===== src/rtl/esc_pkg.sv =====
`timescale 1ns/1ps
package esc_pkg;
  localparam int WORD_W = 16;
  localparam int BYTE_W = 8;
  localparam int WAIT_W = 4;
  localparam int DIV_W  = 2;

  // Per-space register layout; bit positions are visible to software.
  typedef struct packed {
    logic              busWide;  // 13
    logic              polHigh;  // 12
    logic              holdExt;  // 11
    logic [DIV_W-1:0]  clkDiv;   // 10:9
    logic              ackMode;  // 8
    logic [WAIT_W-1:0] wrWait;   // 7:4
    logic [WAIT_W-1:0] rdWait;   // 3:0
  } spaceCfg_t;

  localparam int CFG_W = $bits(spaceCfg_t);

  typedef enum logic [1:0] {ST_IDLE, ST_STROBE, ST_HOLD} escState_t;

  // Strobes from control to datapath.
  typedef struct packed {
    logic load;
    logic selOn;
    logic rdOn;
    logic wrOn;
    logic drvData;
    logic byteHi;
    logic capture;
    logic done;
  } dpCmd_t;
endpackage


===== src/rtl/esc_cfg_bank.sv =====
`timescale 1ns/1ps
module esc_cfg_bank
  import esc_pkg::*;
#(
  parameter int NUM_SPACES = 4,
  parameter int SP_W       = 2
) (
  input  logic            clk,
  input  logic            rstN,
  input  logic            cfgWe,
  input  logic [SP_W-1:0] cfgSpace,
  input  spaceCfg_t       cfgData,
  input  logic [SP_W-1:0] rdSpace,
  output spaceCfg_t       rdCfg
);
  spaceCfg_t bank [NUM_SPACES];

  always_ff @(posedge clk or negedge rstN) begin
    if (!rstN) begin
      for (int i = 0; i < NUM_SPACES; i++) bank[i] <= '0;
    end else if (cfgWe) begin
      bank[cfgSpace] <= cfgData;
    end
  end

  assign rdCfg = bank[rdSpace];
endmodule


===== src/rtl/esc_ctrl.sv =====
`timescale 1ns/1ps
module esc_ctrl
  import esc_pkg::*;
(
  input  logic      clk,
  input  logic      rstN,
  input  logic      reqValid,
  input  logic      reqWrite,
  input  spaceCfg_t reqCfg,
  input  logic      busAck,
  output dpCmd_t    cmd,
  output logic      busy,
  output logic      polHigh,
  output logic      busWide
);
  escState_t         state;
  spaceCfg_t         cfgQ;
  logic              isWrite, byteHi;
  logic [WAIT_W-1:0] waitCnt;
  logic [DIV_W-1:0]  divCnt;

  logic accept, tick, countDone, ackOk, useHold, strobeEnd, finishPhase, needSecond;

  always_comb begin
    accept      = (state == ST_IDLE) && reqValid;
    tick        = (divCnt == cfgQ.clkDiv);
    countDone   = (waitCnt == (isWrite ? cfgQ.wrWait : cfgQ.rdWait));
    ackOk       = !cfgQ.ackMode || busAck;
    useHold     = isWrite && cfgQ.holdExt;
    strobeEnd   = (state == ST_STROBE) && tick && countDone && ackOk;
    finishPhase = (strobeEnd && !useHold) || ((state == ST_HOLD) && tick);
    needSecond  = !cfgQ.busWide && !byteHi;
  end

  always_ff @(posedge clk or negedge rstN) begin
    if (!rstN) begin
      state   <= ST_IDLE;
      cfgQ    <= '0;
      isWrite <= 1'b0;
      byteHi  <= 1'b0;
      waitCnt <= '0;
      divCnt  <= '0;
    end else begin
      if (accept)                divCnt <= '0;
      else if (state != ST_IDLE) divCnt <= tick ? '0 : DIV_W'(divCnt + 1'b1);

      unique case (state)
        ST_IDLE: if (reqValid) begin
          state   <= ST_STROBE;
          cfgQ    <= reqCfg;
          isWrite <= reqWrite;
          byteHi  <= 1'b0;
          waitCnt <= '0;
        end
        ST_STROBE: if (tick && !countDone) waitCnt <= WAIT_W'(waitCnt + 1'b1);
                   else if (strobeEnd && useHold) state <= ST_HOLD;
        default: ;
      endcase

      if (finishPhase) begin
        if (needSecond) begin
          state   <= ST_STROBE;
          byteHi  <= 1'b1;
          waitCnt <= '0;
        end else begin
          state <= ST_IDLE;
        end
      end
    end
  end

  always_comb begin
    cmd.load    = accept;
    cmd.selOn   = (state != ST_IDLE);
    cmd.rdOn    = (state == ST_STROBE) && !isWrite;
    cmd.wrOn    = (state == ST_STROBE) && isWrite;
    cmd.drvData = (state != ST_IDLE) && isWrite;
    cmd.byteHi  = byteHi;
    cmd.capture = strobeEnd && !isWrite;
    cmd.done    = finishPhase && !needSecond;
  end

  assign busy    = (state != ST_IDLE);
  assign polHigh = cfgQ.polHigh;
  assign busWide = cfgQ.busWide;


  ack_wait_chk: assert property (@(posedge clk) disable iff (!rstN)
    (state == ST_STROBE && cfgQ.ackMode && !busAck) |=> (state == ST_STROBE));


  busy_ignore_chk: assert property (@(posedge clk) disable iff (!rstN)
    (state != ST_IDLE && reqValid) |=> ($stable(cfgQ) && $stable(isWrite)));
endmodule


===== src/rtl/esc_datapath.sv =====
`timescale 1ns/1ps
module esc_datapath
  import esc_pkg::*;
#(
  parameter int NUM_SPACES = 4,
  parameter int ADDR_W     = 16,
  parameter int SP_W       = 2
) (
  input  logic                  clk,
  input  logic                  rstN,
  input  dpCmd_t                cmd,
  input  logic                  polHigh,
  input  logic                  busWide,
  input  logic [SP_W-1:0]       reqSpace,
  input  logic [ADDR_W-1:0]     reqAddr,
  input  logic [WORD_W-1:0]     reqWdata,
  input  logic [WORD_W-1:0]     busRdData,
  output logic [ADDR_W-1:0]     busAddr,
  output logic [NUM_SPACES-1:0] busSel,
  output logic                  busRd,
  output logic                  busWr,
  output logic [WORD_W-1:0]     busWdata,
  output logic                  busDataOe,
  output logic                  doneValid,
  output logic [WORD_W-1:0]     doneRdata
);
  logic [ADDR_W-1:0] addrQ;
  logic [SP_W-1:0]   spaceQ;
  logic [WORD_W-1:0] wdataQ, rdataQ;
  logic [BYTE_W-1:0] byteOut;

  always_ff @(posedge clk or negedge rstN) begin
    if (!rstN) begin
      addrQ     <= '0;
      spaceQ    <= '0;
      wdataQ    <= '0;
      rdataQ    <= '0;
      doneValid <= 1'b0;
    end else begin
      doneValid <= cmd.done;
      if (cmd.load) begin
        addrQ  <= reqAddr;
        spaceQ <= reqSpace;
        wdataQ <= reqWdata;
        rdataQ <= '0;
      end else if (cmd.capture) begin
        if (busWide)         rdataQ <= busRdData;
        else if (cmd.byteHi) rdataQ[WORD_W-1:BYTE_W] <= busRdData[BYTE_W-1:0];
        else                 rdataQ[BYTE_W-1:0] <= busRdData[BYTE_W-1:0];
      end
    end
  end

  for (genvar i = 0; i < NUM_SPACES; i++) begin : g_sel
    assign busSel[i] = cmd.selOn && (spaceQ == SP_W'(i));
  end

  assign byteOut   = cmd.byteHi ? wdataQ[WORD_W-1:BYTE_W] : wdataQ[BYTE_W-1:0];
  assign busAddr   = cmd.selOn ? ADDR_W'(addrQ + ADDR_W'(cmd.byteHi)) : '0;
  assign busWdata  = !cmd.drvData ? '0 : (busWide ? wdataQ : {{(WORD_W-BYTE_W){1'b0}}, byteOut});
  assign busDataOe = cmd.drvData;
  assign busRd     = polHigh ? cmd.rdOn : !cmd.rdOn;
  assign busWr     = polHigh ? cmd.wrOn : !cmd.wrOn;
  assign doneRdata = rdataQ;


  sel_onehot_chk: assert property (@(posedge clk) disable iff (!rstN) $onehot0(busSel));


  hold_stable_chk: assert property (@(posedge clk) disable iff (!rstN)
    (cmd.selOn && !cmd.rdOn && !cmd.wrOn) |-> ($stable(busAddr) && $stable(busWdata)));


  done_pulse_chk: assert property (@(posedge clk) disable iff (!rstN)
    doneValid |=> !doneValid);
endmodule


===== src/rtl/ext_strobe_ctrl.sv =====
`timescale 1ns/1ps
module ext_strobe_ctrl
  import esc_pkg::*;
#(
  parameter int  NUM_SPACES = 4,
  parameter int  ADDR_W     = 16,
  localparam int SP_W       = (NUM_SPACES > 1) ? $clog2(NUM_SPACES) : 1
) (
  input  logic                  clk,
  input  logic                  rstN,
  input  logic                  cfgWe,
  input  logic [SP_W-1:0]       cfgSpace,
  input  logic [13:0]           cfgData,
  input  logic                  reqValid,
  input  logic [SP_W-1:0]       reqSpace,
  input  logic [ADDR_W-1:0]     reqAddr,
  input  logic                  reqWrite,
  input  logic [15:0]           reqWdata,
  output logic                  busy,
  output logic                  doneValid,
  output logic [15:0]           doneRdata,
  output logic [ADDR_W-1:0]     busAddr,
  output logic [NUM_SPACES-1:0] busSel,
  output logic                  busRd,
  output logic                  busWr,
  output logic [15:0]           busWdata,
  output logic                  busDataOe,
  input  logic [15:0]           busRdData,
  input  logic                  busAck
);
  spaceCfg_t reqCfg;
  dpCmd_t    cmd;
  logic      polHigh, busWide;

  esc_cfg_bank #(.NUM_SPACES(NUM_SPACES), .SP_W(SP_W)) u_cfg (
    .clk(clk), .rstN(rstN), .cfgWe(cfgWe), .cfgSpace(cfgSpace),
    .cfgData(spaceCfg_t'(cfgData)), .rdSpace(reqSpace), .rdCfg(reqCfg)
  );

  esc_ctrl u_ctrl (
    .clk(clk), .rstN(rstN), .reqValid(reqValid), .reqWrite(reqWrite),
    .reqCfg(reqCfg), .busAck(busAck), .cmd(cmd), .busy(busy),
    .polHigh(polHigh), .busWide(busWide)
  );

  esc_datapath #(.NUM_SPACES(NUM_SPACES), .ADDR_W(ADDR_W), .SP_W(SP_W)) u_dp (
    .clk(clk), .rstN(rstN), .cmd(cmd), .polHigh(polHigh), .busWide(busWide),
    .reqSpace(reqSpace), .reqAddr(reqAddr), .reqWdata(reqWdata),
    .busRdData(busRdData), .busAddr(busAddr), .busSel(busSel),
    .busRd(busRd), .busWr(busWr), .busWdata(busWdata), .busDataOe(busDataOe),
    .doneValid(doneValid), .doneRdata(doneRdata)
  );
endmodule


===== config.mk =====
export PLATFORM = sky130hd
export DESIGN_NAME = ext_strobe_ctrl
export DESIGN_NICKNAME = d
export VERILOG_FILES = /design/src/rtl/esc_pkg.sv /design/src/rtl/esc_cfg_bank.sv /design/src/rtl/esc_ctrl.sv /design/src/rtl/esc_datapath.sv /design/src/rtl/ext_strobe_ctrl.sv
export SDC_FILE = /design/constraint.sdc
export NUM_CORES = 1
export LEC_CHECK = 0
export BUFFER_PORTS_ARGS = -buffer_cell sky130_fd_sc_hd__clkbuf_2
export CORE_MARGIN = 5
export CORE_UTILIZATION = 30
export CTS_BUF_LIST = sky130_fd_sc_hd__clkbuf_2 sky130_fd_sc_hd__clkbuf_4 sky130_fd_sc_hd__clkbuf_8
export CTS_CLUSTER_SIZE = 10
export DETAILED_ROUTE_END_ITERATION = 8
export PLACE_DENSITY = 0.53
export SYNTH_ARGS = -nofsm -noshare
export SYNTH_HDL_FRONTEND = slang
export SYNTH_SLANG_ARGS = --single-unit

===== constraint.sdc =====
create_clock -name clk -period 2.6 [get_ports clk]
set_clock_uncertainty 0.1 [all_clocks]
set_input_delay 0 -clock clk [delete_from_list [all_inputs] [get_ports clk]]
set_output_delay 0 -clock clk [all_outputs]
set_load 0.01 [all_outputs]

==> impl_metrics.py <==
metrics = {
    "outcome": {
        "status": "completed",
    },
    "global_route": {
        "grt_first_pass_wirelength_um": 27100,
        "antenna_found_initial": 0,
        "grt_usage": 0.141,
        "grt_max_degree": 45,
        "grt_pass1_vias": 5282,
        "grt-ovfl-total": 0,
    },
    "run": {
        "drv_cap": 0,
    },
    "route": {
        "ant_nets": 0,
        "drtPass1Iterations": 5,
        "viasPerCell": 4.65,
        "avgRoutedWirePerCell_um": 15.2,
        "wl_met2_um": 7890,
        "drt-met1-wl_um": 7800,
        "drc": 0,
        "drtIter0Drc": 184,
        "maxUsedRoutingLayer": "met4",
        "wl_met3_um": 697,
        "dr_total_vias": 5100,
        "routed_wl_um": 16700,
    },
    "power_and_ir_drop": {
        "leakagePower_nw": 3.98,
        "total_power_w": 0.00467,
        "p_int_w": 0.00350,
        "p_clk_frac": 0.370,
        "power_frac_comb": 0.128,
        "irDropWorstVdd_mv": 0.335,
        "sw_frac_of_total": 0.251,
        "seqPwrFrac": 0.502,
        "power_density_nw_per_um2": 558,
        "switchingPower_w": 0.00117,
    },
    "cts": {
        "cts_sinks": 131,
        "cts_buffers": 17,
        "clock_latency_ns": 0.44,
        "cts.clk_slew.worst_paths_ns": 0.08,
        "cts_root_buf": "clkbuf_8",
        "cts_tree": "built",
        "cts.htree.levels": 4,
        "clk_path_buf_depth": 2,
    },
    "floorplanning": {
        "initial_core_util": 0.303,
        "die_y_um": 155,
        "dieArea_sq_um": 24000,
        "core-area_sq_um": 20800,
        "row_count": 53,
        "pin_count": 129,
        "dieWidth_um": 155,
    },
    "cells_and_area": {
        "fin_nets": 883,
        "area_growth_pct": 32.7,
        "final_core_util": 0.402,
        "final_cells": 1096,
        "insertedDiodeCount": 0,
        "mostFrequentLayoutCells": "169 x nand2_1, 130 x dfrtp_1, 127 x clkbuf_2",
        "layout_commonest_cell": "nand2_1",
        "layout-drive-gt1-share": 0.318,
    },
    "setup_path": {
        "required_ns": 2.87,
        "arrival_ns": 2.66,
        "start_kind": "register",
        "critPathMaxFanout": 29,
        "critPathCaptureType": "register",
        "critPathKind": "register to register",
        "regToRegSetupSlack_ns": 0.20,
    },
    "yosys": {
        "yosys_warnings": 0,
        "syn_nets": 686,
        "synth_area_sq_um": 6300,
        "netlist-cell-type-count": 44,
        "synth-seq-cells": 131,
        "async_flop_share": 1.00,
        "ys_seq_area_frac": 0.520,
        "synth_flop_cell": "dfrtp_1",
        "synth_edf_count": 0,
        "syn_inst": 611,
        "syn_area_per_cell_sq_um": 10.3,
    },
    "timing": {
        "finalHoldViolations": 0,
        "slew_viol_final": 0,
        "rsz0062_at_grt": "no",
        "setup_violations": 0,
        "max_slew_margin": 0.442,
        "worst_pin_slew_ns": 0.835,
        "max_freq_mhz": 417,
        "post-route-period-util": 0.922,
        "finalCriticalPeriod_ns": 2.40,
        "tns_ns": 0,
    },
    "hold_path": {
        "hold_path.class": "input pin to asynchronous set/reset pin",
    },
    "placement": {
        "dp_hpwl_um": 11600,
        "port_buffers": 128,
        "dpl.cell_count": 997,
        "gp_congestion": 0.750,
    },
}
Yosys cell counts, drive strengths merged (2+ instances only):
| library cell | number | share of area |
|---|---|---|
| o31ai | 2 | 0.0040 |
| and3 | 12 | 0.012 |
| nor2 | 19 | 0.011 |
| nand4b | 2 | 0.0028 |
| mux4 | 14 | 0.050 |
| nor4 | 3 | 0.0030 |
| or4 | 2 | 0.0024 |
| nor2b | 2 | 0.0020 |
| nor3 | 8 | 0.0064 |
| clkbuf | 28 | 0.017 |
| dfrtp | 131 | 0.52 |
| mux2i | 12 | 0.019 |
| mux2 | 56 | 0.10 |
| ha | 3 | 0.0060 |
| xor2 | 7 | 0.0097 |
| nand4 | 2 | 0.0020 |
| buf | 9 | 0.0083 |
| a21oi | 30 | 0.024 |
| nand3 | 17 | 0.013 |
| a21o | 3 | 0.0036 |
| and2 | 3 | 0.0030 |
| inv | 7 | 0.0042 |
| or3 | 13 | 0.014 |
| nor3b | 4 | 0.0048 |
| nand2 | 169 | 0.10 |
| nand2b | 2 | 0.0020 |
| nand3b | 3 | 0.0036 |
| o21ai | 24 | 0.019 |
| a22oi | 2 | 0.0024 |
| xnor2 | 12 | 0.017 |
path summary, 6_finish.rpt:
| check | startpoint | to | cells after the start |
|---|---|---|---|
| setup / recovery | u_ctrl.isWrite | u_dp.doneRdata[14] | 6 |
| hold / removal | rstN | u_ctrl.divCnt[0] | 2 |
| setup reg to reg | u_ctrl.isWrite | u_dp.doneRdata[14] | 6 |
| hold reg to reg | u_ctrl.cfgQ[8] | u_ctrl.cfgQ[8] | 2 |
| max in group asynchronous | rstN | u_cfg.bank[21] | 3 |
| min in group clk | reqSpace[0] | u_dp.spaceQ[0] | 3 |
per-layer routing:
| layer | up-vias | global-route usage |
|---|---|---|
| met5 | - | 0 |
| met4 | 0 | 0.0496 |
| met3 | 21 | 0.0289 |
| met2 | 112 | 0.228 |
| met1 | 2472 | 0.190 |
| li1 | 2495 | - |
flip-flops by register name, indices dropped and copies added (netlist names), 4 cells and up:
signal,cells
u_ctrl.waitCnt,4
u_ctrl.cfgQ,12
u_cfg.bank,56
u_dp.doneRdata,16
u_dp.addrQ,16
u_dp.wdataQ,16
cells by family after synthesis:
| kind of cell | synth area share |
|---|---|
| buffers and inverters | 0.0294 |
| AND/OR/NAND/NOR | 0.186 |
| multiplexers | 0.169 |
| adder cells (fa/ha/maj) | 0.00596 |
| AO/OA/AOI/OAI | 0.0633 |
| XOR/XNOR | 0.0264 |
| flip-flops | 0.520 |
power by group through the flow:
stage | registers [W] | clock network, W | logic (W)
after floorplan | 0.00235 | 0 | 0.000329
after global routing | 0.00237 | 0.00187 | 0.000663
after global placement | 0.00238 | 0 | 0.000523
after detailed placement | 0.00238 | 0 | 0.000531
after CTS | 0.00234 | 0.00178 | 0.000611
final | 0.00234 | 0.00173 | 0.000598
what timing repair did:
item	4_1_cts	5_1_grt
endpoints found under the hold margin	204	0
resized for setup	0	3
hold buffers	66	0
buffers inserted	0	1
endpoints found under the setup margin	0	13
stage by stage:
step | instance area [sq um] | hold slack, ns | setup slack, ns
detailed placement | 7290 | -0.0527 | 0.118
global placement | 7290 | -0.0485 | 0.177
CTS | 8350 | 0.00426 | 0.00486
finish | 8360 | 0.00911 | 0.202
global route | 8360 | 0.0375 | 0.0135
floorplan | 6300 | -0.396 | 0.244
final cells by class:
| class | instances | area (sq um) |
|---|---|---|
| clock buffers | 20 | 263 |
| fillers | 2092 | 12500 |
| well taps | 275 | 344 |
| multi-input cells | 436 | 2860 |
| inverters | 7 | 26.3 |
| clock inverters | 12 | 131 |
| flip-flops and latches | 131 | 3280 |
| repair buffers | 215 | 1460 |
critical path: stages, from the launching register on:
cell,delay (ns)
dfrtp_1,0.47
mux2i_1,0.26
xnor2_1,0.12
or4_4,0.59
buf_4,0.24
or3_1,0.39
a21oi_1,0.15
(Power assumes the default switching activity.)
